`config.mk`:
```
export PLATFORM = sky130hd
export DESIGN_NAME = line_burst_splitter
export DESIGN_NICKNAME = d
export VERILOG_FILES = /design/src/rtl/lbs_pkg.sv /design/src/rtl/lbs_span_calc.sv /design/src/rtl/lbs_size_pick.sv /design/src/rtl/lbs_walker.sv /design/src/rtl/line_burst_splitter.sv
export SDC_FILE = /design/constraint.sdc
export NUM_CORES = 1
export LEC_CHECK = 0
export ABC_AREA = 1
export CORE_UTILIZATION = 49
export CTS_CLUSTER_DIAMETER = 50
export DETAILED_ROUTE_END_ITERATION = 7
export GPL_ROUTABILITY_DRIVEN = 0
export GPL_TIMING_DRIVEN = 0
export PLACE_DENSITY_LB_ADDON = 0.05
export SLEW_MARGIN = 20
export SYNTH_ARGS = -nofsm -noshare
export SYNTH_HDL_FRONTEND = slang
export SYNTH_HIERARCHICAL = 1
export SYNTH_SLANG_ARGS = --single-unit
```
`constraint.sdc`:
```
create_clock -name clk_i -period 2.63 [get_ports clk_i]
set_input_delay 0.3945 -clock clk_i [delete_from_list [all_inputs] [get_ports clk_i]]
set_output_delay 0.3945 -clock clk_i [all_outputs]
set_load 0.005 [all_outputs]
```
`src/rtl/lbs_pkg.sv`:
```
package lbs_pkg;
  localparam int unsigned LBS_ADDR_W     = 48;
  localparam int unsigned LBS_LEN_W      = 16;
  localparam int unsigned LBS_BEAT_BYTES = 16;
  localparam int unsigned LBS_NUM_SIZES  = 4;
endpackage

```
`src/rtl/lbs_span_calc.sv`:
```
module lbs_span_calc #(
  parameter int unsigned ADDR_W = 48,
  parameter int unsigned LEN_W  = 16,
  parameter int unsigned OFS_W  = 4,
  parameter int unsigned BEAT_W = ADDR_W - OFS_W,
  parameter int unsigned CNT_W  = LEN_W + 1 - OFS_W
) (
  input  logic [ADDR_W-1:0] addr_i,
  input  logic [LEN_W-1:0]  len_i,
  output logic [BEAT_W-1:0] start_beat_o,
  output logic [CNT_W-1:0]  beat_cnt_o
);
  localparam int unsigned SUM_W = LEN_W + 1;

  logic [SUM_W-1:0] span_bytes;

  // byte offset inside first beat + length, rounded up to whole beats
  always_comb begin
    span_bytes = {1'b0, len_i}
               + SUM_W'(addr_i[OFS_W-1:0])
               + SUM_W'((1 << OFS_W) - 1);
    start_beat_o = addr_i[ADDR_W-1:OFS_W];
    beat_cnt_o   = (len_i == '0) ? '0 : span_bytes[SUM_W-1:OFS_W];
  end
endmodule

```
`src/rtl/lbs_size_pick.sv`:
```
module lbs_size_pick #(
  parameter int unsigned BEAT_W    = 44,
  parameter int unsigned CNT_W     = 13,
  parameter int unsigned NUM_SIZES = 4,
  parameter int unsigned CODE_W    = $clog2(NUM_SIZES)
) (
  input  logic [BEAT_W-1:0] cur_beat_i,
  input  logic [CNT_W-1:0]  rem_i,
  output logic [CODE_W-1:0] code_o,
  output logic [CNT_W-1:0]  step_o,
  output logic              last_o
);
  logic [NUM_SIZES-1:0] fit;

  for (genvar g = 0; g < NUM_SIZES; g++) begin : g_fit
    if (g == 0) begin : g_unit
      assign fit[g] = (rem_i != '0);
    end else begin : g_pow
      assign fit[g] = (cur_beat_i[g-1:0] == '0) && (rem_i >= (CNT_W'(1) << g));
    end
  end

  // ascending scan: highest fitting size wins
  always_comb begin
    code_o = '0;
    for (int i = 0; i < NUM_SIZES; i++) begin
      if (fit[i]) code_o = CODE_W'(i);
    end
    step_o = CNT_W'(1) << code_o;
    last_o = (rem_i == step_o);
  end
endmodule

```
`src/rtl/lbs_walker.sv`:
```
module lbs_walker #(
  parameter int unsigned BEAT_W = 44,
  parameter int unsigned CNT_W  = 13
) (
  input  logic              clk_i,
  input  logic              rst_ni,
  input  logic              line_fire_i,
  input  logic [BEAT_W-1:0] start_beat_i,
  input  logic [CNT_W-1:0]  beat_cnt_i,
  input  logic              burst_fire_i,
  input  logic [CNT_W-1:0]  step_i,
  input  logic              last_i,
  output logic              busy_o,
  output logic [BEAT_W-1:0] cur_beat_o,
  output logic [CNT_W-1:0]  rem_o
);
  always_ff @(posedge clk_i or negedge rst_ni) begin
    if (!rst_ni) begin
      busy_o     <= 1'b0;
      cur_beat_o <= '0;
      rem_o      <= '0;
    end else if (line_fire_i) begin
      busy_o     <= (beat_cnt_i != '0);
      cur_beat_o <= start_beat_i;
      rem_o      <= beat_cnt_i;
    end else if (burst_fire_i) begin
      cur_beat_o <= cur_beat_o + BEAT_W'(step_i);
      rem_o      <= rem_o - step_i;
      if (last_i) busy_o <= 1'b0;
    end
  end
endmodule

```
`src/rtl/line_burst_splitter.sv`:
```
module line_burst_splitter
  import lbs_pkg::*;
#(
  parameter int unsigned ADDR_W     = LBS_ADDR_W,
  parameter int unsigned LEN_W      = LBS_LEN_W,
  parameter int unsigned BEAT_BYTES = LBS_BEAT_BYTES,
  parameter int unsigned NUM_SIZES  = LBS_NUM_SIZES,
  localparam int unsigned OFS_W     = $clog2(BEAT_BYTES),
  localparam int unsigned BEAT_W    = ADDR_W - OFS_W,
  localparam int unsigned CNT_W     = LEN_W + 1 - OFS_W,
  localparam int unsigned CODE_W    = $clog2(NUM_SIZES)
) (
  input  logic              clk_i,
  input  logic              rst_ni,
  input  logic              line_valid_i,
  output logic              line_ready_o,
  input  logic [ADDR_W-1:0] line_addr_i,
  input  logic [LEN_W-1:0]  line_len_i,
  output logic              burst_valid_o,
  input  logic              burst_ready_i,
  output logic [ADDR_W-1:0] burst_addr_o,
  output logic [CODE_W-1:0] burst_len_o,
  output logic              burst_last_o
);
  logic [BEAT_W-1:0] start_beat, cur_beat;
  logic [CNT_W-1:0]  beat_cnt, rem, step;
  logic              busy, last, line_fire, burst_fire;

  assign line_ready_o  = !busy;
  assign line_fire     = line_valid_i && line_ready_o;
  assign burst_valid_o = busy;
  assign burst_fire    = burst_valid_o && burst_ready_i;

  lbs_span_calc #(
    .ADDR_W(ADDR_W), .LEN_W(LEN_W), .OFS_W(OFS_W), .BEAT_W(BEAT_W), .CNT_W(CNT_W)
  ) span_i (
    .addr_i      (line_addr_i),
    .len_i       (line_len_i),
    .start_beat_o(start_beat),
    .beat_cnt_o  (beat_cnt)
  );

  lbs_size_pick #(
    .BEAT_W(BEAT_W), .CNT_W(CNT_W), .NUM_SIZES(NUM_SIZES), .CODE_W(CODE_W)
  ) pick_i (
    .cur_beat_i(cur_beat),
    .rem_i     (rem),
    .code_o    (burst_len_o),
    .step_o    (step),
    .last_o    (last)
  );

  lbs_walker #(
    .BEAT_W(BEAT_W), .CNT_W(CNT_W)
  ) walk_i (
    .clk_i       (clk_i),
    .rst_ni      (rst_ni),
    .line_fire_i (line_fire),
    .start_beat_i(start_beat),
    .beat_cnt_i  (beat_cnt),
    .burst_fire_i(burst_fire),
    .step_i      (step),
    .last_i      (last),
    .busy_o      (busy),
    .cur_beat_o  (cur_beat),
    .rem_o       (rem)
  );

  assign burst_addr_o = {cur_beat, OFS_W'(0)};
  assign burst_last_o = busy && last;
endmodule

```
==> Yosys cells after proc, flatten, opt, wreduce, memory -nomap -nowiden <==
Index checks and enable logic that the tools add are counted.
Widths: inputs -> output; s select.
{ "totals": {"wordCells": 38, "ff_bits": 58, "out_inout_bits": 53, "inputBits": 68} }
{ "classes": {"eq_ne": 1, "n_mux": 11, "shifts": 1, "n_reduce_logical": 14, "n_addsub": 4, "magnitude_cmp": 3, "bitwise": 1} }
{ "op_table": {"columns": ["operator", "n"], "rows": [
  ["$mux 44", 2],
  ["$add 44x13->44", 1],
  ["$mux 13", 3],
  ["$add 16x4->17", 1],
  ["$add 17x4->17 const B", 1],
  ["$logic_not 16->1", 1],
  ["$eq 13x13->1", 1],
  ["$ge 13x2->1 const B", 1],
  ["$ge 13x3->1 const B", 1],
  ["$ge 13x4->1 const B", 1],
  ["$reduce_bool 13->1", 1],
  ["$shl 1x2->13 const A", 1],
  ["$sub 13x13->13", 1],
  ["$logic_and 1x1->1", 6],
  ["$mux 1", 4],
  ["$mux 2", 2],
  ["$reduce_bool 2->1", 2],
  ["$logic_not 3->1", 1],
  ["$logic_not 2->1", 1],
  ["$reduce_and 2->1", 1],
  ["$logic_not 1->1", 1],
  ["$not 1->1", 1]
]} }

==> Longest topological paths before layout <==
Gate-level depths: netlist (run 1).
{ "depth": {"ltp_word": 10, "depth_mapped": 21} }

==> Modules after synthesis <==
The synthesis (run 1) kept the hierarchy.
{ "by_module_without_submodules": {"columns": ["mod", "seq_area_each_um2", "cells_per_inst", "n_inst", "area_each_um2"], "rows": [
  ["lbs_walker", 1451.4, 810, 1, 5203.7],
  ["lbs_span_calc", 0.0, 186, 1, 1014.7],
  ["lbs_size_pick", 0.0, 53, 1, 290.3],
  ["line_burst_splitter", 0.0, 12, 1, 60.1]
]} }

==> Worst setup path before layout (run 1) <==
Ideal clock, no wire load.
{ "synth_path": {"path_type": "flip-flop to flip-flop", "from": "register walk_i.rem_o[11]", "to": "register walk_i.cur_beat_o[30]", "arrival_time_ps": 2342, "path_buffers": 0, "stages_incl_launch_ff": 20, "t_required_ps": 2509, "setup_time_ps": 121, "slack_ps": 167, "path_cell_list": "dfrtp_1 -> nor2_2 -> nand2_2 -> nor2_4 -> nand2_1 -> nand2_1 -> nand2_1 -> inv_1 -> inv_1 -> fa_1 -> inv_1 -> nand3_1 -> nand3_2 -> nand2_1 -> nand2_1 -> nand2_1 -> nand3_1 -> nand3_1 -> nand3_1 -> nand2_1"} }
{ "synth_between": {"elab_chain_cells": 9, "elab_cells_between_ends": 13} }
{ "synth_rtl": {"columns": ["element", "line_no", "rtl"], "rows": [
  ["start: declaration", "lbs_walker.sv:15", "output logic [CNT_W-1:0] rem_o"],
  ["start signal: assignment", "lbs_walker.sv:25", "rem_o <= beat_cnt_i;"],
  ["start signal: assignment", "lbs_walker.sv:28", "rem_o <= rem_o - step_i;"],
  ["$ge 13x2->1", "lbs_size_pick.sv:19", "assign fit[g] = (cur_beat_i[g-1:0] == '0) && (rem_i >= (CNT_W'(1) << g));"],
  ["$logic_and 1x1->1", "lbs_size_pick.sv:19", null],
  ["$mux 1", "lbs_size_pick.sv:27", "if (fit[i]) code_o = CODE_W'(i);"],
  ["$mux 2", "lbs_size_pick.sv:27", null],
  ["$mux 2 (*)", "lbs_size_pick.sv:27", null],
  ["$shl 1x2->13 (*)", "lbs_size_pick.sv:29", "step_o = CNT_W'(1) << code_o;"],
  ["via step[1]", "line_burst_splitter.sv:26", "logic [CNT_W-1:0] beat_cnt, rem, step;"],
  ["$add 44x13->44 (*)", "lbs_walker.sv:27", "cur_beat_o <= cur_beat_o + BEAT_W'(step_i);"],
  ["$mux 44 (*)", "lbs_walker.sv:26", "end else if (burst_fire_i) begin"],
  ["$mux 44 (*)", "lbs_walker.sv:22", "end else if (line_fire_i) begin"],
  ["end signal: assignment", "lbs_walker.sv:24", "cur_beat_o <= start_beat_i;"],
  ["end signal: assignment", "lbs_walker.sv:27", null],
  ["end: declaration", "lbs_walker.sv:14", "output logic [BEAT_W-1:0] cur_beat_o,"]
]} }
The timed path passes the listed nets; every way through them passes the cells marked *. The select of a mux whose other input is x is not followed.
A chain may end at the register's enable or synchronous reset.

==> Worst setup path after layout (run 1) <==
{ "layout_path": {"from": "register walk_i.rem_o[12]", "to": "register walk_i.cur_beat_o[30]"} }
The elaborated chain is that of the path after synthesis.

==> impl_metrics.tcl, run 1 <==
set metrics [dict create \
    outcome "finished, final reports clean" \
    grt_pass1_vias 6343 \
    cp_top_family "simple AND/OR/NAND/NOR gates" \
    synth_largest_area_cell "dfrtp_1" \
    r2r_cells 18 \
    ys_seq_area_share_pct 22.1 \
    min_period_ns 2.60 \
    yosys_warnings 6 \
    irDropWorstVdd_v 0.000437 \
    ios 121 \
    nets 1287 \
    antenna_found_initial 0 \
    post-dp-hpwl_mm 15.9 \
    synth.avg_cell_area_um2 6.19 \
    wl_met1_mm 9.20 \
    crit_slowest_cell "dfrtp_1" \
    r2r-end "walk_i/cur_beat_o[30]" \
    switching_share_pct 48.2 \
    rsz0062_at_grt "yes" \
    wl_met2_mm 9.12 \
    synth-seq-cells 58 \
    die-area_um2 13900 \
    synth_common_cells "nand2_1, inv_1, nand3_1, nor2_1" \
    cts_max_level 3 \
    placedCellCount 1317 \
    hold_class "in -> reg" \
    max_freq_mhz 385 \
    synth.most_common_cell "nand2_1" \
    cap_violations 0 \
    path_class "reg -> reg" \
    synth.top_cell.area_share_pct 22.1 \
    slew_headroom_pct 50.0 \
    syn_to_final_growth_pct 30.3 \
    drive_gt1_share_pct 22.3 \
    finalSetupViolCount 0 \
    crit_end "walk_i/cur_beat_o[30]" \
    syn_area_um2 6570 \
    finalHoldViolCount 0 \
    layout_setup_ws_ns 0.0314 \
    finalWirelength_mm 20.7 \
    fp.dieW_um 118 \
    fin_skew_ns 0.00673 \
    maxSlewViolCount 0 \
    fin_cells 1362 \
    synth_edf_count 0 \
    synth_area_leaders "dfrtp_1, nand2_1, inv_1" \
    cp_slowest_stage_delay_ns 0.40 \
    cts_sinks 58 \
    clk_pin_slew_ns 0.05 \
    portBuffers 72 \
    crit_fanout 4 \
    worstPathCellList "nor2_2 > nand2_2 > nor2_4 > a21oi_4 > inv_2 > ha_4 > inv_2 > fa_2 > inv_2 > nand3_2 > nand3_4 > nand2_2 > nand2_4 > nand2_2 > nand3_2 > nand3_1 > nand3_1 > nand2_1" \
    die_y_um 118 \
    num-fill-cells 1185 \
    grt_usage_pct 29.5 \
    startpoint_type "register" \
    cp-end-kind "register" \
    regToRegSetupSlack_ns 0.03 \
    pwr-share-clk_pct 12.8 \
    p_int_uw 4710 \
    ys_async_sr_fraction_pct 100 \
    first_pass_iters 5 \
    p_leak_uw 0.00429 \
    grt_max_degree 33 \
    netlist_instances 1061 \
    worstSetupStartpoint "walk_i/rem_o[12]" \
    crit_cells 18 \
    drc_errors 0 \
    p_per_area_nw_per_um2 1060 \
    p_sw_uw 4390 \
    initial_core_util_pct 51.2 \
    finalCritPeriodShare_pct 98.8 \
    wl_met3_mm 1.71 \
    tightest_slew_ns 0.749 \
    cts_tree "done" \
    pre_cts_ws_ns -0.462 \
    vias 7170 \
    vias_per_cell 5.26 \
    cts_buffers 9 \
    clk_path_buf_depth 2 \
    grt_pass1_wl_mm 31.9 \
    ant_nets 0 \
    grt.overflow.total 0 \
    clock-root-buffer "clkbuf_16" \
    r2r-start "walk_i/rem_o[12]" \
    placementRows 41 \
    top_layer "met4" \
    ys.flop_type "dfrtp_1" \
    critPathRequiredTime_ns 2.86 \
    clk_latency_ns 0.35 \
    crit_buf_inv 3 \
    arrival_ns 2.83 \
    synth_cell_type_count 43 \
    drt-initial-drc-count 511 \
    p_comb_share_pct 65.4 \
    coreArea_um2 12800 \
    p_seq_share_pct 21.8 \
    wl_per_cell_um 15.2 \
    n_antenna_cell 0 \
]
[per-layer routing]
metal	vias to the layer above	GRT usage, %
li1	3572	-
met1	3281	39.4
met2	268	45.4
met3	49	7.90
met4	0	11.1
met5	-	0
[through the flow]
step                total power, uW  hold WS (ns)  setup TNS, ns  cell area (um2)  util (%)
floorplan                      5070        0.0989              0             6610         -
global placement               6770         0.530         -47.40             7550      58.8
detailed placement             6840         0.339          -3.35             7560      59.0
CTS                            8250         0.260              0             8000      62.4
global route                   9810         0.274          -1.27             8560      66.7
finish                         9100         0.268              0             8560      66.7
[cells in the final DEF (no fill, tap or decap), types with 20 or more instances in the layout]
master / instances
nor2_1: 73
nand2_1: 315
dfrtp_1: 57
buf_4: 87
a22oi_1: 38
ha_1: 23
nand2_2: 43
clkdlybuf4s50_1: 67
inv_1: 139
a21oi_1: 23
nand3_1: 69
inv_2: 20
[cell type report]
| cell class | count | area (um2) | share of cell area [%] |
|---|---|---|---|
| Tap cell | 172 | 215 | 2.51 |
| Buffer | 74 | 531 | 6.20 |
| Clock buffer | 10 | 229 | 2.68 |
| Sequential cell | 58 | 1450 | 17.0 |
| Timing Repair Buffer | 102 | 961 | 11.2 |
| Inverter | 161 | 604 | 7.06 |
| Multi-Input combinational cell | 779 | 4510 | 52.7 |
| Clock inverter | 6 | 57.6 | 0.673 |
[cells by family after synthesis]
| family | after synthesis | synth area share (%) |
|---|---|---|
| AO/OA/AOI/OAI | 116 | 11.2 |
| XOR/XNOR | 16 | 2.13 |
| adder cells (fa/ha/maj) | 34 | 6.70 |
| buffers and inverters | 235 | 17.3 |
| flip-flops | 58 | 22.1 |
| other | 2 | 0.114 |
| AND/OR/NAND/NOR | 600 | 40.5 |
[registers in the layout, summed over array words and instances, names as in the netlist]
register           cells
walk_i/busy_o          1
walk_i/rem_o          13
walk_i/cur_beat_o     44
[worst min path at each step]
stage | from | end | slack, ns | cells after the start
6_report | line_addr_i[5] | walk_i/cur_beat_o[1] | 0.27 | 3
5_1_grt | line_addr_i[14] | walk_i/cur_beat_o[10] | 0.27 | 3
4_1_cts | line_addr_i[5] | walk_i/cur_beat_o[1] | 0.26 | 3
3_5_place_dp | rst_ni | walk_i/rem_o[1] | 0.34 | 1
3_3_place_gp | walk_i/rem_o[5] | walk_i/rem_o[5] | 0.53 | 2
2_1_floorplan | rst_ni | walk_i/busy_o | 0.1 | 0
[power by group through the flow]
stage	combinational [uW]	clock, uW	sequential [uW]
finish	5950	1170	1990
global route	6510	1230	2070
CTS	5110	1180	1960
detailed placement	4870	0	1970
global placement	4800	0	1970
floorplan	3270	0	1810
[what timing repair did]
| item | CTS | global route |
|---|---|---|
| resized for setup | 19 | 107 |
| endpoints found under the setup margin | 20 | 45 |
| hold buffers | 1 | 0 |
| setup buffers | 11 | 17 |
| endpoints found under the hold margin | 26 | 0 |
| pin swaps | 3 | 48 |
[worst min-delay path, delay by kind of cell]
| kind | cells | cell delay (ns) |
|---|---|---|
| buffers and inverters | 1 | 0.08 |
| AO/OA/AOI/OAI | 1 | 0.06 |
| AND/OR/NAND/NOR | 1 | 0.04 |
No activity file was read; power rests on OpenSTA's default activity.
==> run 2, diff against run 1 <==
--- a/config.mk
+++ b/config.mk
@@ -11,7 +11,7 @@
 export DETAILED_ROUTE_END_ITERATION = 7
 export GPL_ROUTABILITY_DRIVEN = 0
 export GPL_TIMING_DRIVEN = 0
-export PLACE_DENSITY_LB_ADDON = 0.05
+export PLACE_DENSITY_LB_ADDON = 0.3
 export SLEW_MARGIN = 20
 export SYNTH_ARGS = -nofsm -noshare
 export SYNTH_HDL_FRONTEND = slang
==> run 2 against run 1 <==
  * Design area rose by 0.63%
  * Global-route usage fell by 0.90 points
  * Combinational power rose by 3%
  * Clock skew rose by 0.0039 ns
  * Sequential cell count did not move
==> impl_metrics.tcl, run 2 (synthesized netlist as in run 1, its figures left out) <==
set metrics [dict create \
    max_freq_mhz 380 \
    placementRows 41 \
    die-area_um2 13900 \
    p_comb_share_pct 66.5 \
    cts_sinks 58 \
    cts_max_level 3 \
    irDropWorstVdd_v 0.000498 \
    min_period_ns 2.63 \
    drt-initial-drc-count 740 \
    slew_headroom_pct 55.7 \
    regMostFlops "walk_i/cur_beat_o" \
    layout_commonest_cell "nand2_1" \
    grt_pass1_vias 6682 \
    p_int_uw 4730 \
    cp_common_cell "nand2_2" \
    crit_slowest_cell "dfrtp_1" \
    portBuffers 72 \
    layout_common_cells "nand2_1, inv_1, buf_4, nor2_1, nand3_1" \
    r2r-end "walk_i/cur_beat_o[32]" \
    startpoint_type "register" \
    antenna_found_initial 0 \
    r2r_cells 21 \
    nets 1294 \
    switching_share_pct 48.7 \
    initial_core_util_pct 51.2 \
    p_per_area_nw_per_um2 1070 \
    rsz0062_at_grt "yes" \
    syn_to_final_growth_pct 31.1 \
    wl_per_cell_um 15.4 \
    crit_fanout 5 \
    r2r-start "walk_i/rem_o[11]" \
    whs_endpoint "walk_i/cur_beat_o[11]" \
    fin_skew_ns 0.0106 \
    finalSetupViolCount 0 \
    cap_violations 0 \
    die_y_um 118 \
    pre_cts_ws_ns -0.477 \
    path_class "reg -> reg" \
    hold_path_depth 3 \
    critPathRequiredTime_ns 2.85 \
    ios 121 \
    top_regs "walk_i/cur_beat_o x44, walk_i/rem_o x13, walk_i/busy_o x1" \
    finalCritPeriodShare_pct 100 \
    outcome "finished, final reports clean" \
    post-dp-hpwl_mm 15.2 \
    drc_errors 0 \
    vias_per_cell 5.40 \
    worstSetupStartpoint "walk_i/rem_o[11]" \
    clk_path_buf_depth 2 \
    cts_tree "done" \
    p_seq_share_pct 21.6 \
    fp.dieW_um 118 \
    grt_usage_pct 28.6 \
    arrival_ns 2.85 \
    p_sw_uw 4490 \
    total_power_uw 9220 \
    tightest_slew_ns 0.664 \
    cts_buffers 9 \
    finalHoldViolCount 0 \
    cp-end-kind "register" \
    grt_pass1_wl_mm 31.9 \
    vias 7390 \
    min_from "line_addr_i[15]" \
    clock-root-buffer "clkbuf_16" \
    n_antenna_cell 0 \
    drive_gt1_share_pct 23.9 \
    finalWirelength_mm 21.1 \
    coreArea_um2 12800 \
    layout_setup_ws_ns 0.00101 \
    worstPathCellList "nor2_4 > nand2_2 > nor2_4 > nand2_2 > nand2_2 > nand2_2 > inv_2 > inv_2 > fa_2 > inv_2 > nand3_2 > nand3_4 > nand2_2 > nand2_2 > nand2_2 > nand2_4 > nand2_2 > nand2_1 > nand2_1 > nand2_1 > nand2_1" \
    hold_class "in -> reg" \
    grt_max_degree 57 \
    maxSlewViolCount 0 \
    pwr-share-clk_pct 11.8 \
    finalSetupTns_ns 0 \
    largest_reg_flops 44 \
    grt.overflow.total 0 \
    cp_slowest_stage_delay_ns 0.42 \
    clk_pin_slew_ns 0.05 \
    p_leak_uw 0.00431 \
    ant_nets 0 \
    regToRegSetupSlack_ns 0.001 \
    first_pass_iters 6 \
    clk_latency_ns 0.34 \
]
run 2: metrics by stage:
stage          area, um2  hold slack, ns  instances  util [%]
6_report            8610           0.272       1368      67.1
5_1_grt             8610           0.276       1368      67.1
4_1_cts             8050           0.272       1348      62.8
3_5_place_dp        7570           0.203       1317      59.0
3_3_place_gp        7550           0.534       1316      58.8
2_1_floorplan       6610          0.0989       1072         -
run 2: worst max-delay path by stage:
stage               slack (ns)  cells past startpoint                     to
detailed placement       -0.48                     17          walk_i/busy_o
finish                   0.001                     21  walk_i/cur_beat_o[32]
global route             -0.14                     21  walk_i/cur_beat_o[32]
floorplan                 0.17                     19  walk_i/cur_beat_o[30]
global placement         -0.77                      1  walk_i/cur_beat_o[31]
CTS                     -0.001                     19  walk_i/cur_beat_o[25]
run 2: timing repair:
action / 4_1_cts / 5_1_grt
cloned: 0 / 0
hold buffers: 1 / 0
gates resized for setup: 25 / 119
endpoints found under the hold margin: 2 / 0
pin swaps: 18 / 46
setup endpoints to repair: 22 / 45
buffers inserted: 15 / 20
run 2: power groups by stage:
stage / sequential, uW / combinational, uW / clock (uW)
6_report: 2000 / 6130 / 1090
5_1_grt: 2050 / 6680 / 1140
4_1_cts: 1960 / 5150 / 1090
3_5_place_dp: 1970 / 4840 / 0
3_3_place_gp: 1970 / 4760 / 0
2_1_floorplan: 1810 / 3270 / 0
run 2: per-layer routing:
layer	share of wire [%]	global-route usage, %	vias up
met5	0	0	-
met4	3.1	10.4	0
met3	8.9	5.18	59
met2	45	45.7	408
met1	43	38.5	3342
li1	-	-	3581
run 2: worst max-delay path, delay by kind of cell, from the launching register on:
kind	cells	cell delay, ns
fa+ha+maj	1	0.40
simple gates	17	1.47
flops	1	0.42
buf+inv	3	0.20
run 2: final cells by class:
cell class                 instances  area (um2)
fill                            1098        4210
inverter                         161         604
clock buffer                      12         256
clock inverter                     3        15.0
buffer                            74         531
timing repair buffer             109        1020
sequential                        58        1460
tap                              172         215
multi-input combinational        779        4510
==> run 3, diff against run 2 <==
--- a/config.mk
+++ b/config.mk
@@ -6,6 +6,7 @@
 export NUM_CORES = 1
 export LEC_CHECK = 0
 export ABC_AREA = 1
+export CORE_MARGIN = 2
 export CORE_UTILIZATION = 49
 export CTS_CLUSTER_DIAMETER = 50
 export DETAILED_ROUTE_END_ITERATION = 7
==> run 3 against run 2 <==
  * Core utilization shrank 1.4 points
  * Sequential cell count is the same
  * Largest cell class unchanged
  * Via count grew 0.60%
  * Maximum frequency grew 1.6%
  * Clock-buffer cell count shrank 3
  * Critical endpoint is now walk_i/cur_beat_o[30]
  * Sequential share of layout area shrank 0.14 points
  * Critical path type unchanged
==> impl_metrics.tcl, run 3 (synthesized netlist as in run 1, its figures left out) <==
set metrics [dict create \
    n_antenna_cell 0 \
    ant_nets 0 \
    portBuffers 72 \
    vias 7434 \
    largest_reg_flops 44 \
    placedCellCount 1321 \
    drt-initial-drc-count 842 \
    maxSlewViolCount 0 \
    regMostFlops "walk_i/cur_beat_o" \
    finalWirelength_mm 20.9 \
    p_per_area_nw_per_um2 1080 \
    top_regs "walk_i/cur_beat_o x44, walk_i/rem_o x13, walk_i/busy_o x1" \
    coreArea_um2 13200 \
    finalSetupTns_ns 0 \
    layout_setup_ws_ns 0.0420 \
    cts_sinks 58 \
    rsz0062_at_grt "yes" \
    final_util_pct 65.8 \
    crit_fanout 5 \
    fin_skew_ns 0.00523 \
    max_freq_mhz 386 \
    p_leak_uw 0.00437 \
    path_class "reg -> reg" \
    grt_pass1_wl_mm 32.4 \
    cts_buffers 9 \
    placementRows 42 \
    grt_max_degree 38 \
    tightest_slew_ns 0.740 \
    startpoint_type "register" \
    vias_per_cell 5.39 \
    clk_path_buf_depth 2 \
    die-area_um2 14300 \
    cp-end-kind "register" \
    total_power_uw 9390 \
    post-dp-hpwl_mm 15.5 \
    layout_common_cells "nand2_1, inv_1, buf_4, nor2_1, nand3_1" \
    nets 1299 \
    min_period_ns 2.59 \
    pre_cts_ws_ns -0.545 \
    wl_per_cell_um 15.2 \
    cts_tree "done" \
    outcome "finished, final reports clean" \
    layout_commonest_cell "nand2_1" \
    num-fill-cells 1170 \
    drc_errors 0 \
    antenna_found_initial 0 \
    slew_headroom_pct 50.7 \
    ios 121 \
    grt_usage_pct 28.4 \
    first_pass_iters 8 \
    fp.dieW_um 120 \
    finalHoldViolCount 0 \
    clock-root-buffer "clkbuf_16" \
    finalSetupViolCount 0 \
    critPathRequiredTime_ns 2.86 \
    clk_pin_slew_ns 0.06 \
    initial_core_util_pct 49.8 \
    hold_class "in -> reg" \
    irDropWorstVdd_v 0.000483 \
    cts_max_level 3 \
    cap_violations 0 \
    die_y_um 120 \
    clk_latency_ns 0.34 \
    grt_pass1_vias 6717 \
    drive_gt1_share_pct 23.0 \
    syn_to_final_growth_pct 32.1 \
    arrival_ns 2.81 \
    fin_cells 1378 \
    grt.overflow.total 0 \
    finalCritPeriodShare_pct 98.4 \
]
run 3: changes by cell type in the layout (fill, tap and decap cells not counted), moves of 2 or more:
cell / change
nand2_2: -12
nand2_1: +11
nor2_1: +7
nor2_2: -6
a21oi_2: +3
buf_4: +3
o21ai_1: -3
o21ai_2: +3
a21oi_1: -2
buf_6: +2
bufinv_16: +2
clkbuf_8: -2
clkinvlp_4: +2
run 3: area by class of cell:
cell class              instances  area, um2  share of cell area [%]
multi-input cells             779       4480                    51.7
inverters                     161        604                    6.97
clock inverters                 7       93.8                    1.08
plain buffers                  74        531                    6.11
well taps                     176        220                    2.54
flip-flops and latches         58       1450                    16.8
clock buffers                   9        225                    2.60
repair buffers                114       1060                    12.3
run 3: where the power goes:
part / internal [uW] / leakage (uW) / switching, uW
clock: 826 / 0.000151 / 446
combinational: 2750 / 0.00350 / 3390
sequential: 1330 / 0.000717 / 660
total: 4900 / 0.00437 / 4490
run 3: path summary, 6_finish.rpt:
path / cells after the start / startpoint / slack, ns / endpoint
min in group asynchronous: 2 / rst_ni / 0.49 / walk_i/cur_beat_o[5]
max in group asynchronous: 3 / rst_ni / 1.63 / walk_i/rem_o[2]
worst min register to register: 2 / walk_i/cur_beat_o[12] / 0.55 / walk_i/cur_beat_o[12]
worst max-delay path: 17 / walk_i/rem_o[2] / 0.04 / walk_i/cur_beat_o[30]
worst min-delay path: 3 / line_addr_i[16] / 0.27 / walk_i/cur_beat_o[12]
worst max register to register: 17 / walk_i/rem_o[2] / 0.04 / walk_i/cur_beat_o[30]
run 3: critical path: stages (launching register included):
cell,delay [ns]
dfrtp_2,0.44
or2_1,0.26
nor2_2,0.17
a21oi_4,0.09
inv_2,0.10
ha_4,0.15
inv_2,0.04
fa_2,0.39
inv_2,0.08
nand3_2,0.09
nand3_4,0.11
nand2_1,0.10
nand2_4,0.10
nand2_2,0.07
nand3_2,0.08
nand3_1,0.07
nand3_1,0.09
nand2_1,0.05
run 3: routing by layer:
metal | up-vias | routed length, um | track usage (%)
met4 | 0 | 639 | 11.2
met2 | 389 | 9420 | 44.9
met1 | 3381 | 8860 | 38.4
met5 | - | 0 | 0
met3 | 66 | 1980 | 5.23
li1 | 3598 | - | -
run 3: through the flow:
stage,hold WS [ns],area [um2]
floorplan,0.0989,6610
global placement,0.530,7550
detailed placement,0.306,7570
CTS,0.268,8190
global route,0.282,8680
finish,0.268,8680
run 3: timing repair:
action | 4_1_cts | 5_1_grt
pin swaps | 19 | 38
endpoints found under the setup margin | 23 | 46
endpoints found under the hold margin | 21 | 0
buffers inserted | 19 | 22
hold buffers | 1 | 0
resized for setup | 36 | 94
